===== src/rtl/dual_top_stack.sv =====
module dual_top_stack #(
  parameter int W = 8,
  parameter int D = 4
) (
  input  logic         clk,
  input  logic         clear,
  input  logic         push,
  input  logic         write_top,
  input  logic         pop1,
  input  logic         pop2,
  input  logic [W-1:0] din,
  input  logic [W-1:0] bot_in_a,
  input  logic [W-1:0] bot_in_b,
  output logic [W-1:0] top_q,
  output logic [W-1:0] next_q,
  output logic [W-1:0] bot_out,
  output logic         ovf
);

  localparam int LAST = D - 1;

  logic [W-1:0] mem [D];
  logic         deep_busy;

  assign top_q     = mem[0];
  assign next_q    = mem[1];
  assign bot_out   = mem[LAST];
  assign deep_busy = |mem[LAST];

  always_ff @(posedge clk) begin
    if (clear) begin
      for (int i = 0; i < D; i++) mem[i] <= '0;
      ovf <= 1'b0;
    end else if (pop2) begin
      for (int i = 0; i < D - 2; i++) mem[i] <= mem[i+2];
      mem[LAST-1] <= bot_in_a;
      mem[LAST]   <= bot_in_b;
      ovf         <= 1'b0;
    end else if (pop1) begin
      for (int i = 0; i < LAST; i++) mem[i] <= mem[i+1];
      mem[LAST] <= bot_in_a;
      ovf       <= 1'b0;
    end else if (push) begin
      for (int i = 1; i < D; i++) mem[i] <= mem[i-1];
      mem[0] <= din;
      ovf    <= deep_busy;
    end else if (write_top) begin
      mem[0] <= din;
    end
  end

endmodule


===== config.mk =====
export PLATFORM = sky130hd
export DESIGN_NAME = dual_top_stack
export DESIGN_NICKNAME = d
export VERILOG_FILES = /design/src/rtl/dual_top_stack.sv
export SDC_FILE = /design/constraint.sdc
export NUM_CORES = 1
export LEC_CHECK = 0
export BUFFER_PORTS_ARGS = -buffer_cell sky130_fd_sc_hd__clkbuf_2
export CAP_MARGIN = 20
export CORE_ASPECT_RATIO = 0.6
export CORE_MARGIN = 4
export CORE_UTILIZATION = 53
export CTS_BUF_LIST = sky130_fd_sc_hd__clkbuf_4 sky130_fd_sc_hd__clkbuf_8
export DETAILED_ROUTE_END_ITERATION = 8
export PLACE_DENSITY = 0.82
export SKIP_LAST_GASP = 1
export SLEW_MARGIN = 30
export SYNTH_ARGS = -nofsm -noshare
export SYNTH_HDL_FRONTEND = slang
export SYNTH_SLANG_ARGS = --single-unit

===== constraint.sdc =====
create_clock -name clk -period 2.1 [get_ports clk]
set_clock_uncertainty 0.1 [all_clocks]
set_input_delay 0.21 -clock clk [delete_from_list [all_inputs] [get_ports clk]]
set_output_delay 0.21 -clock clk [all_outputs]
set_load 0.005 [all_outputs]

==> impl_summary.txt, run 1 <==
----------------------------------------------------
[Run status]
  Status ... finished clean

[Global routing]
  Maximum number of pins on one net before global-route repair ... 25
  First-pass GRT wire length ... 6760 µm
  GR Overflow Total ... 0
  Total track usage ... 21.5%
  Vias in the first global route ... 1390
  Antenna violations before repair ... 0

[Power]
  Worst-case vdd ir drop ... 0.000416 V
  P_leak ... 0.963 nW
  Total power density per cell area ... 758 nW/µm²

[STA]
  Final cycle utilization of the critical path ... 80.2%
  Time the final worst path needs with I/O delays and setup ... 1.68 ns
  Slew Viols, Final ... 0
  Remaining max-slew budget at the tightest pin ... 37.3%
  Max Fclk ... 0.594 GHz
  Setup repair after global routing missed its margin ... false
  Final TNS setup ... 0 ns
  Count of endpoints failing hold in the final timing report ... 0
  Number of endpoints failing setup at the final stage ... 0
  Transition at the pin with the smallest max-transition slack ... 0.940 ns

[Hold path]
  Hold WC Path Type ... in -> reg

[Routing]
  Post-detailed-route DRC marker count ... 0
  Detailed-router iteration count before antenna repair ... 5
  Antenna-violating nets left ... 0
  Iter 0 DRT Violations ... 192
  Total wire length ... 4230 µm
  Vias ... 1437
  Routed wire length per instance ... 17.9 µm
  Via/cell ratio ... 6.09

[Synthesis]
  Combined area of all synthesized cells ... 1750 µm²
  Mean area per synthesized cell ... 11.9 µm²
  Number of instances in the synthesized netlist ... 147
  Post-Syn Nets ... 177
  Number of distinct library cell variants in the gate-level netlist after synthesis ... 23
  Number of synthesized register bits ... 33
  Share of synthesized area occupied by flip-flops and latches ... 55.9%
  Flip-flop cell with the highest count after synthesis ... sky130_fd_sc_hd__edfxtp_1
  Number of enable flip-flop cells after synthesis ... 32
  Fraction of registers with async set/reset ... 0%
  Number of warnings reported in the yosys synthesis log ... 0

[Floorplan]
  Initial cell density of the core ... 58.1%
  Area of the die ... 4320 µm²
  Core Region ... 3020 µm²
  Number of placement rows ... 15
  Ports ... 55
  Die Span X ... 82.3 µm
  Die outline height ... 52.6 µm

[Clocking]
  # clock sinks ... 33
  Setup Buffers After CTS ... 0
  Clock insertion delay at the later pin of the skew report ... 0.28 ns
  Root buf cell ... sky130_fd_sc_hd__clkbuf_8
  Clock tree from TritonCTS ... done
  Maximum buffer depth of the clock tree ... 2
  Clock transition at path regs ... 0.07 ns
  Hold buffers post-CTS ... 0
  H-tree level count ... 2
  Resized Gates After CTS ... 0
  Number of clock buffers inserted by TritonCTS ... 5

[Setup path]
  Maximum net fanout on the critical path ... 24
  CP Capture Type ... flip-flop
  Max incr delay on CP ... 0.85 ns
  Required @ worst endpoint ... 2.16 ns
  Buffer and inverter count on the worst path ... 1
  Worst Setup Start Kind ... input port
  Slack of the worst reg-to-reg path ... 0.64 ns
  Critical path type ... in -> reg
  Crit path max-delay family ... simple AND/OR/NAND/NOR gates
  Worst Path Arrival ... 1.75 ns
  Slowest-stage cell, CP ... sky130_fd_sc_hd__nor3b_4
  Sequence of cells on the critical path ... clkbuf_2 -> nor3b_4 -> a22o_1 -> mux2_2

[Placed design]
  Placed cells ... 228
  I/O Buffers ... 54
  HPWL Detailed ... 3160 µm
  GPL Wtd Cong ... 0.874

[Cells and area]
  Most common cell after layout, fill and taps aside ... sky130_fd_sc_hd__clkbuf_2
  Finished Layout Cells ... 236
  Synth-to-layout area growth ... 20.0%
  Most used cells in the layout excluding fill and tap cells ... sky130_fd_sc_hd__clkbuf_2, sky130_fd_sc_hd__edfxtp_1, sky130_fd_sc_hd__nand2_1
  Share of post-route cells with drive strength above 1 ... 39.7%
  Count of inserted antenna diode cells ... 0
  Final net count ... 223
  Area taken by multi-input logic gates ... 636 µm²
  Number of fill cells in the layout ... 233
  Reg area ... 981 µm²

[Job]
  Max cap viols ... 0

----------------------------------------------------
## cells by family (layout without fill, tap and decap cells)
group / count (synthesis) / count (layout) / synth area share, %
mux: 8 / 8 / 5.14
simple gates: 36 / 36 / 12.3
compound gates: 43 / 43 / 18.5
buf+inv: 27 / 74 / 8.13
flops: 33 / 33 / 55.9
## area by class of cell
type | instances | share of cell area, %
timing repair buffer | 57 | 13.9
clock buffer | 6 | 3.62
clock inverter | 2 | 1.60
sequential | 33 | 46.6
tap | 42 | 2.50
multi-input combinational | 87 | 30.2
inverter | 9 | 1.60
## synth_stat cells (2+ instances only)
cell / number / share of area (%)
sky130_fd_sc_hd__clkbuf_1: 2 / 0.43
sky130_fd_sc_hd__o21ai_0: 10 / 2.9
sky130_fd_sc_hd__a22oi_1: 16 / 6.8
sky130_fd_sc_hd__edfxtp_1: 32 / 55
sky130_fd_sc_hd__buf_4: 9 / 3.9
sky130_fd_sc_hd__inv_1: 9 / 1.9
sky130_fd_sc_hd__mux2_2: 8 / 5.1
sky130_fd_sc_hd__a22o_1: 8 / 4.0
sky130_fd_sc_hd__a222oi_1: 7 / 4.0
sky130_fd_sc_hd__buf_2: 6 / 1.7
sky130_fd_sc_hd__nand2_1: 24 / 5.1
sky130_fd_sc_hd__or4_1: 5 / 2.1
## routing by layer
layer / global-route usage [%] / vias up / part of all wire [%]
met5: 0 / - / 0
met3: 6.01 / 4 / 11
met2: 34.4 / 92 / 47
met1: 27.8 / 682 / 41
met4: 7.46 / 0 / 0.52
li1: - / 659 / -
## path summary, 6_finish.rpt
path,from,end,depth (start not counted)
hold reg to reg,ovf$_SDFFE_PP0P_,ovf$_SDFFE_PP0P_,2
setup reg to reg,mem[1][14]$_DFFE_PP_,ovf$_SDFFE_PP0P_,3
hold / removal,bot_in_b[5],mem[1][13]$_DFFE_PP_,3
setup / recovery,clear,mem[0][5]$_DFFE_PP_,4
## worst reg2reg max path, stage by stage (launching register included)
cell	delay, ns
sky130_fd_sc_hd__edfxtp_1	0.45
sky130_fd_sc_hd__or4_1	0.55
sky130_fd_sc_hd__o21ai_0	0.14
sky130_fd_sc_hd__o21ai_0	0.10
## stage by stage
stage | area [µm²] | worst slack (ns) | hold slack (ns) | utilization [%] | total power, mW
2_1_floorplan | 1750 | 0.304 | 0.304 | - | 0.931
3_5_place_dp | 1990 | 0.0879 | 0.364 | 65.9 | 1.02
5_1_grt | 2110 | 0.307 | 0.131 | 69.7 | 1.66
3_3_place_gp | 1990 | 0.170 | 0.364 | 65.9 | 1.01
6_report | 2110 | 0.415 | 0.120 | 69.7 | 1.60
4_1_cts | 2100 | 0.376 | 0.111 | 69.5 | 1.60
## power breakdown
group          switching [mW]  internal [mW]  total, mW  leakage (nW)
sequential             0.0467          0.778      0.825         0.383
clock                   0.230          0.363      0.593        0.0563
combinational          0.0903         0.0880      0.178         0.524
## flip-flops by register name, summed over array words and instances, names as in the netlist
| register | flops |
|---|---|
| mem | 32 |
| ovf | 1 |
No activity file was read; power rests on OpenSTA's default activity.
==> run 2, diff against run 1 <==
- ABC_AREA: unset -> 1
- CORE_UTILIZATION: 53 -> 49
- PLACE_DENSITY: 0.82 -> 0.79
- clock period: 2.1 -> 1.5 ns (I/O delays scaled with it)
==> impl_summary.txt, run 2 <==
----------------------------------------------------
[Run status]
  Status ... finished clean

[Synthesis]
  Number of enable flip-flop cells after synthesis ... 32 (unchanged)
  Number of synthesized register bits ... 33 (unchanged)
  Biggest area consumer among synthesized cells ... sky130_fd_sc_hd__edfxtp_1
  Main combinational cell family by area after synthesis ... simple AND/OR/NAND/NOR gates
  Dominant cells by area after synthesis ... sky130_fd_sc_hd__edfxtp_1, sky130_fd_sc_hd__nand3_1, sky130_fd_sc_hd__nand2_1
  Share of synthesized area spent on multiplexers ... 0% (-5.1 points)
  Synth cell count leaders ... sky130_fd_sc_hd__nand3_1, sky130_fd_sc_hd__nand2_1, sky130_fd_sc_hd__edfxtp_1, sky130_fd_sc_hd__inv_1, sky130_fd_sc_hd__nand4_1
  Post-Syn Nets ... 260 (+47%)
  Complex-gate fraction of the synthesized area ... 7.36% (-11 points)
  Combined area of all synthesized cells ... 1970 µm² (+12%)
  Simple-gate area share of the yosys netlist ... 30.6% (+18 points)
  Area share of xor/xnor cells in the synthesized design ... 0% (unchanged)
  Number of instances in the synthesized netlist ... 230 (+56%)
  Fraction of registers with async set/reset ... 0% (unchanged)
  Most frequently used cell type in the post-synthesis netlist ... sky130_fd_sc_hd__nand3_1
  Mean area per synthesized cell ... 8.57 µm² (-28%)
  Number of warnings reported in the yosys synthesis log ... 0 (unchanged)
  Share of synthesized area occupied by flip-flops and latches ... 49.7% (-6.2 points)
  Portion of synthesized cell area occupied by the leading cell type ... 48.7% (-6.0 points)
  Arithmetic-cell share of the synthesized area counting full adders, half adders and majority gates ... 0% (unchanged)
  Number of distinct library cell variants in the gate-level netlist after synthesis ... 21 (-8.7%)
  Flip-flop cell with the highest count after synthesis ... sky130_fd_sc_hd__edfxtp_1

[Placed design]
  Placed Area ... 2290 µm² (+15%)
  HPWL Detailed ... 3940 µm (+25%)
  I/O Buffers ... 54 (unchanged)
  GPL Wtd Cong ... 0.883 (+1.0%)

[STA]
  Setup repair after global routing missed its margin ... false
  Final TNS setup ... 0 ns (unchanged)
  Count of endpoints failing hold in the final timing report ... 0 (unchanged)
  Transition at the pin with the smallest max-transition slack ... 0.396 ns (-0.544 ns)
  Max Fclk ... 0.876 GHz
  Slew Viols, Final ... 0 (unchanged)
  Final cycle utilization of the critical path ... 76.1%
  Time the final worst path needs with I/O delays and setup ... 1.14 ns
  Number of endpoints failing setup at the final stage ... 0 (unchanged)
  Remaining max-slew budget at the tightest pin ... 73.5% (+36 points)

[Routing]
  Post-detailed-route DRC marker count ... 0 (unchanged)
  Iter 0 DRT Violations ... 197 (+2.6%)
  Detailed-router iteration count before antenna repair ... 5 (unchanged)
  Via/cell ratio ... 5.62 (-7.7%)
  Vias ... 1877 (+31%)
  Total wire length ... 5040 µm (+19%)
  Routed wire length per instance ... 15.1 µm (-16%)
  Antenna-violating nets left ... 0 (unchanged)

[Global routing]
  GR Overflow Total ... 0 (unchanged)
  Antenna violations before repair ... 0 (unchanged)
  First-pass GRT wire length ... 8310 µm (+23%)
  Vias in the first global route ... 1736 (+25%)
  Maximum number of pins on one net before global-route repair ... 25 (unchanged)
  Total track usage ... 20.0% (-1.4 points)

[Cells and area]
  Most used cells in the layout excluding fill and tap cells ... sky130_fd_sc_hd__clkbuf_2, sky130_fd_sc_hd__nand3_1, sky130_fd_sc_hd__nand2_1
  Area taken by multi-input logic gates ... 748 µm² (+18%)
  Number of fill cells in the layout ... 336 (+44%)
  Largest registers in the final layout ... mem x32, ovf x1
  Count of inserted antenna diode cells ... 0 (unchanged)
  Synth-to-layout area growth ... 20.6%
  Share of post-route cells with drive strength above 1 ... 30.3% (-9.4 points)
  Post-layout instance area ... 2380 µm² (+13%)
  Max reg flops ... 32 (unchanged)
  Top register by number of flip-flops ... mem
  Final net count ... 316 (+42%)
  Most common cell after layout, fill and taps aside ... sky130_fd_sc_hd__clkbuf_2
  Reg area ... 981 µm² (unchanged)

[Hold path]
  Hold Path End ... mem[1][11]$_DFFE_PP_
  Launch point of the worst hold path ... bot_in_b[3]
  Hold WC Path Type ... in -> reg
  Count of cells along the worst hold path ... 3 (unchanged)

[Power]
  Sequential share of power ... 53.2% (+1.5 points)
  Sum of internal, switching and leakage power ... 2.18 mW (+36%)
  Combinational Power Share ... 15.9% (+4.7 points)
  Net switching power ... 0.590 mW (+61%)
  Worst-case vdd ir drop ... 0.000348 V (-16%)
  Total power density per cell area ... 915 nW/µm² (+21%)
  P_leak ... 1.16 nW (+20%)
  Design internal power ... 1.59 mW (+29%)
  Fraction of power spent switching nets ... 27.1% (+4.1 points)
  Clock share of power ... 30.8% (-6.3 points)

[Floorplan]
  Ports ... 55 (unchanged)
  Initial cell density of the core ... 52.4% (-5.7 points)
  Die outline height ... 57.1 µm (+8.7%)
  Die Span X ... 89.9 µm (+9.3%)
  Core Region ... 3760 µm² (+25%)
  Number of placement rows ... 17 (+2)
  Area of the die ... 5140 µm² (+19%)

[Clocking]
  Maximum buffer depth of the clock tree ... 2 (unchanged)
  Clock insertion delay at the later pin of the skew report ... 0.28 ns (about the same)
  Root buf cell ... sky130_fd_sc_hd__clkbuf_8
  Hold buffers post-CTS ... 0 (unchanged)
  Resized Gates After CTS ... 0 (unchanged)
  Clock transition at path regs ... 0.07 ns (about the same)
  # clock sinks ... 33 (unchanged)
  H-tree level count ... 2 (unchanged)
  Number of clock buffers inserted by TritonCTS ... 5 (unchanged)
  Clock tree from TritonCTS ... done
  Setup Buffers After CTS ... 0 (unchanged)

[Setup path]
  Slack of the worst reg-to-reg path ... 0.36 ns (-0.28 ns)
  Max incr delay on CP ... 0.39 ns (-0.46 ns)
  Maximum net fanout on the critical path ... 3 (-88%)
  CP Capture Type ... flip-flop
  Worst Path Arrival ... 1.07 ns (-0.68 ns)
  Path depth of the worst reg2reg path ... 4 (+1)
  RR Endpoint ... mem[0][15]$_DFFE_PP_
  Sequence of cells on the critical path ... inv_1 -> o21ai_0 -> o21ai_0 -> nand2_1
  Worst Setup Start Kind ... flip-flop
  Critical path type ... reg -> reg
  Reg-to-reg startpoint ... mem[1][15]$_DFFE_PP_
  Required @ worst endpoint ... 1.43 ns (-0.73 ns)
  Cell mode on critical path ... sky130_fd_sc_hd__o21ai_0
  Slowest-stage cell, CP ... sky130_fd_sc_hd__edfxtp_1

[Job]
  Max cap viols ... 0 (unchanged)

----------------------------------------------------
run 2: changes by cell type after synthesis, moves of 3 or more:
cell	change
sky130_fd_sc_hd__nand3_1	+49
sky130_fd_sc_hd__nand2_1	+22
sky130_fd_sc_hd__inv_1	+18
sky130_fd_sc_hd__nand4_1	+17
sky130_fd_sc_hd__a22oi_1	-16
sky130_fd_sc_hd__a22o_1	-8
sky130_fd_sc_hd__mux2_2	-8
sky130_fd_sc_hd__o211ai_1	+8
sky130_fd_sc_hd__a222oi_1	-7
sky130_fd_sc_hd__o21ai_0	+5
sky130_fd_sc_hd__or4_1	-5
sky130_fd_sc_hd__buf_4	+3
sky130_fd_sc_hd__nand2_2	+3
run 2: metrics by stage:
step	hold WS [ns]	setup WS (ns)	cells	util, %
2_1_floorplan	0.253	0.155	230	-
3_3_place_gp	0.343	0.146	326	60.9
3_5_place_dp	0.343	0.113	326	60.9
4_1_cts	0.0515	0.370	334	63.2
5_1_grt	0.0609	0.255	334	63.2
6_report	0.0525	0.358	334	63.2
run 2: cell families after synthesis:
family,count (synthesis)
buffers and inverters,49
AO/OA/AOI/OAI,25
AND/OR/NAND/NOR,123
flip-flops,33
run 2: layer usage:
metal	wire, µm	track usage (%)	up-vias
li1	-	-	910
met1	2260	28.6	851
met2	2170	30.1	104
met3	548	6.06	12
met4	61	4.58	0
met5	0	0	-
run 2: power by group through the flow:
| stage | Combinational (mW) | Sequential (mW) | Clock, mW |
|---|---|---|---|
| 6_report | 0.347 | 1.16 | 0.671 |
| 5_1_grt | 0.388 | 1.17 | 0.709 |
| 4_1_cts | 0.348 | 1.16 | 0.674 |
| 3_5_place_dp | 0.346 | 1.18 | 0 |
| 2_1_floorplan | 0.196 | 1.17 | 0 |
| 3_3_place_gp | 0.340 | 1.18 | 0 |
run 2: area by class of cell:
class / count / area share, %
clock buffer: 6 / 3.21
inverter: 29 / 4.58
clock inverter: 2 / 0.421
tap: 47 / 2.47
multi-input combinational: 148 / 31.5
timing repair buffer: 69 / 16.6
sequential: 33 / 41.2
run 2: how the worst max path moves through the flow:
stage                                    start                   end  cells past startpoint
after floorplan                           push   mem[0][0]$_DFFE_PP_                      5
after global placement                   clear   mem[1][0]$_DFFE_PP_                      4
after detailed placement                 clear   mem[1][9]$_DFFE_PP_                      5
after CTS                 mem[1][15]$_DFFE_PP_  mem[0][15]$_DFFE_PP_                      4
after global routing                     clear  mem[1][14]$_DFFE_PP_                      5
final                     mem[1][15]$_DFFE_PP_  mem[0][15]$_DFFE_PP_                      4
run 2: worst max-delay path, delay by kind of cell (launching register included):
| kind | cells | cell delay, ns |
|---|---|---|
| flops | 1 | 0.39 |
| compound gates | 2 | 0.20 |
| buf+inv | 1 | 0.13 |
| simple gates | 1 | 0.08 |
==> run 3, diff against run 2 <==
- CORE_UTILIZATION: 49 -> 54
- PLACE_DENSITY: 0.79 -> 0.82
- clock period: 1.5 -> 1.15 ns (I/O delays scaled with it)
==> impl_summary.txt, run 3 (synthesis gave the netlist of run 2 again) <==
----------------------------------------------------
[Clocking]
  H-tree level count ... 2 (unchanged)
  # clock sinks ... 33 (unchanged)
  Hold buffers post-CTS ... 0 (unchanged)
  Resized Gates After CTS ... 0 (unchanged)
  Clock tree from TritonCTS ... done
  Maximum buffer depth of the clock tree ... 2 (unchanged)
  Root buf cell ... sky130_fd_sc_hd__clkbuf_8
  Setup Buffers After CTS ... 0 (unchanged)
  Clock insertion delay at the later pin of the skew report ... 0.29 ns (about the same)
  Number of clock buffers inserted by TritonCTS ... 5 (unchanged)
  Clock transition at path regs ... 0.07 ns (about the same)

[Setup path]
  CP Capture Type ... flip-flop
  Crit path max-delay family ... flip-flops
  Worst Setup Start Kind ... flip-flop
  Slowest-stage cell, CP ... sky130_fd_sc_hd__edfxtp_1
  Max incr delay on CP ... 0.43 ns (+0.04 ns)
  Sequence of cells on the critical path ... o21ai_0 -> nand2_1
  Buffer and inverter count on the worst path ... 0 (-1)
  Worst Path Arrival ... 1.08 ns (about the same)
  Maximum net fanout on the critical path ... 3 (unchanged)
  Required @ worst endpoint ... 1.08 ns (-0.35 ns)
  Critical path type ... reg -> reg

[Floorplan]
  Die Span X ... 86.0 µm (-4.3%)
  Area of the die ... 4710 µm² (-8.2%)
  Core Region ... 3380 µm² (-10%)
  Die outline height ... 54.8 µm (-4.1%)
  Number of placement rows ... 16 (-1)
  Initial cell density of the core ... 58.3% (+5.9 points)
  Ports ... 55 (unchanged)

[Placed design]
  Worst-case setup slack after placement ... -0.274 ns (-0.388 ns)
  GPL Wtd Cong ... 0.906 (+2.7%)
  I/O Buffers ... 54 (unchanged)
  HPWL Detailed ... 4300 µm (+9.0%)

[Hold path]
  Hold WC Path Type ... in -> reg

[Run status]
  Violated checks ... setup timing
  Status ... finished, violations left

[Cells and area]
  Most common cell after layout, fill and taps aside ... sky130_fd_sc_hd__clkbuf_2
  Final net count ... 332 (+5.1%)
  Share of post-route cells with drive strength above 1 ... 35.3% (+5.0 points)
  Top register by number of flip-flops ... mem
  Max reg flops ... 32 (unchanged)
  Largest registers in the final layout ... mem x32, ovf x1
  Synth-to-layout area growth ... 27.3%
  Count of inserted antenna diode cells ... 0 (unchanged)
  Most used cells in the layout excluding fill and tap cells ... sky130_fd_sc_hd__clkbuf_2, sky130_fd_sc_hd__nand3_1, sky130_fd_sc_hd__nand2_1

[Global routing]
  Total track usage ... 25.9% (+5.9 points)
  Vias in the first global route ... 1980 (+14%)
  Antenna violations before repair ... 0 (unchanged)
  Maximum number of pins on one net before global-route repair ... 25 (unchanged)
  First-pass GRT wire length ... 9240 µm (+11%)
  GR Overflow Total ... 0 (unchanged)

[STA]
  Transition at the pin with the smallest max-transition slack ... 0.567 ns (+0.171 ns)
  Slew Viols, Final ... 0 (unchanged)
  Hold slack final ... 0.0198 ns (-0.0327 ns)
  Count of endpoints failing hold in the final timing report ... 0 (unchanged)
  Remaining max-slew budget at the tightest pin ... 62.2% (-11 points)
  Time the final worst path needs with I/O delays and setup ... 1.15 ns (+0.0133 ns)
  Minimum setup slack in the final design ... -0.00500 ns (-0.363 ns)
  Final cycle utilization of the critical path ... 100% (+24 points)
  Setup repair after global routing missed its margin ... true
  Number of endpoints failing setup at the final stage ... 1 (+1)
  Max Fclk ... 0.866 GHz (-1.2%)

[Routing]
  Post-detailed-route DRC marker count ... 0 (unchanged)
  Iter 0 DRT Violations ... 247 (+25%)
  Routed wire length per instance ... 16.6 µm (+10%)
  Via/cell ratio ... 5.97 (+6.2%)
  Antenna-violating nets left ... 0 (unchanged)
  Detailed-router iteration count before antenna repair ... 6 (+1)
  Total wire length ... 5790 µm (+15%)
  Vias ... 2077 (+11%)

[Power]
  P_leak ... 1.23 nW (+5.9%)
  Worst-case vdd ir drop ... 0.000709 V (+100%)
  Sum of internal, switching and leakage power ... 2.87 mW (+32%)
  Total power density per cell area ... 1140 nW/µm² (+25%)

[Job]
  Max cap viols ... 0 (unchanged)

----------------------------------------------------
## run 3: cell types whose count changed in the layout (fill, tap and decap cells not counted), moves of 2 or more
cell / before / now
sky130_fd_sc_hd__inv_1: 27 / 22
sky130_fd_sc_hd__clkinv_1: 0 / 2
sky130_fd_sc_hd__nand2_4: 0 / 2
sky130_fd_sc_hd__inv_2: 2 / 7
sky130_fd_sc_hd__buf_4: 14 / 29
## run 3: final timing paths
path | end | from | slack (ns) | cells past startpoint
max | mem[0][10]$_DFFE_PP_ | mem[1][2]$_DFFE_PP_ | -0.005 | 2
min | mem[1][9]$_DFFE_PP_ | bot_in_b[1] | 0.02 | 3
max reg2reg | mem[0][10]$_DFFE_PP_ | mem[1][2]$_DFFE_PP_ | -0.005 | 2
min reg2reg | ovf$_SDFFE_PP0P_ | ovf$_SDFFE_PP0P_ | 0.44 | 2
## run 3: where the power goes
group,total (mW),internal [mW],switching [mW]
clock network,0.839,0.407,0.431
logic,0.510,0.217,0.293
registers,1.52,1.44,0.0786
## run 3: metrics by stage
step           instance area, µm²  std cells  utilization, %  setup TNS (ns)
6_report                     2510        348            74.2        -0.00500
5_1_grt                      2510        348            74.2          -0.198
4_1_cts                      2500        347            74.0               0
3_5_place_dp                 2420        339            71.6          -10.05
3_3_place_gp                 2420        339            71.6           -8.03
2_1_floorplan                1990        230               -          -0.307
## run 3: routing by layer
metal / part of all wire [%] / up-vias / GRT usage [%]
met3: 13 / 19 / 5.71
li1: - / 941 / -
met2: 42 / 152 / 40.9
met5: 0 / - / 0
met4: 2.2 / 0 / 8.42
met1: 43 / 965 / 35.9
## run 3: tightest hold or removal path, stage by stage
cell and delay, ns:
sky130_fd_sc_hd__clkbuf_2 0.07, sky130_fd_sc_hd__nand2_1 0.05, sky130_fd_sc_hd__nand3_1 0.07
## run 3: cell type report
class / instances / area [µm²]
Clock buffer: 5 / 68.8
Clock inverter: 3 / 12.5
Fill cell: 264 / 873
Inverter: 29 / 109
Multi-Input combinational cell: 149 / 774
Sequential cell: 33 / 981
Tap cell: 45 / 56.3
Timing Repair Buffer: 84 / 508
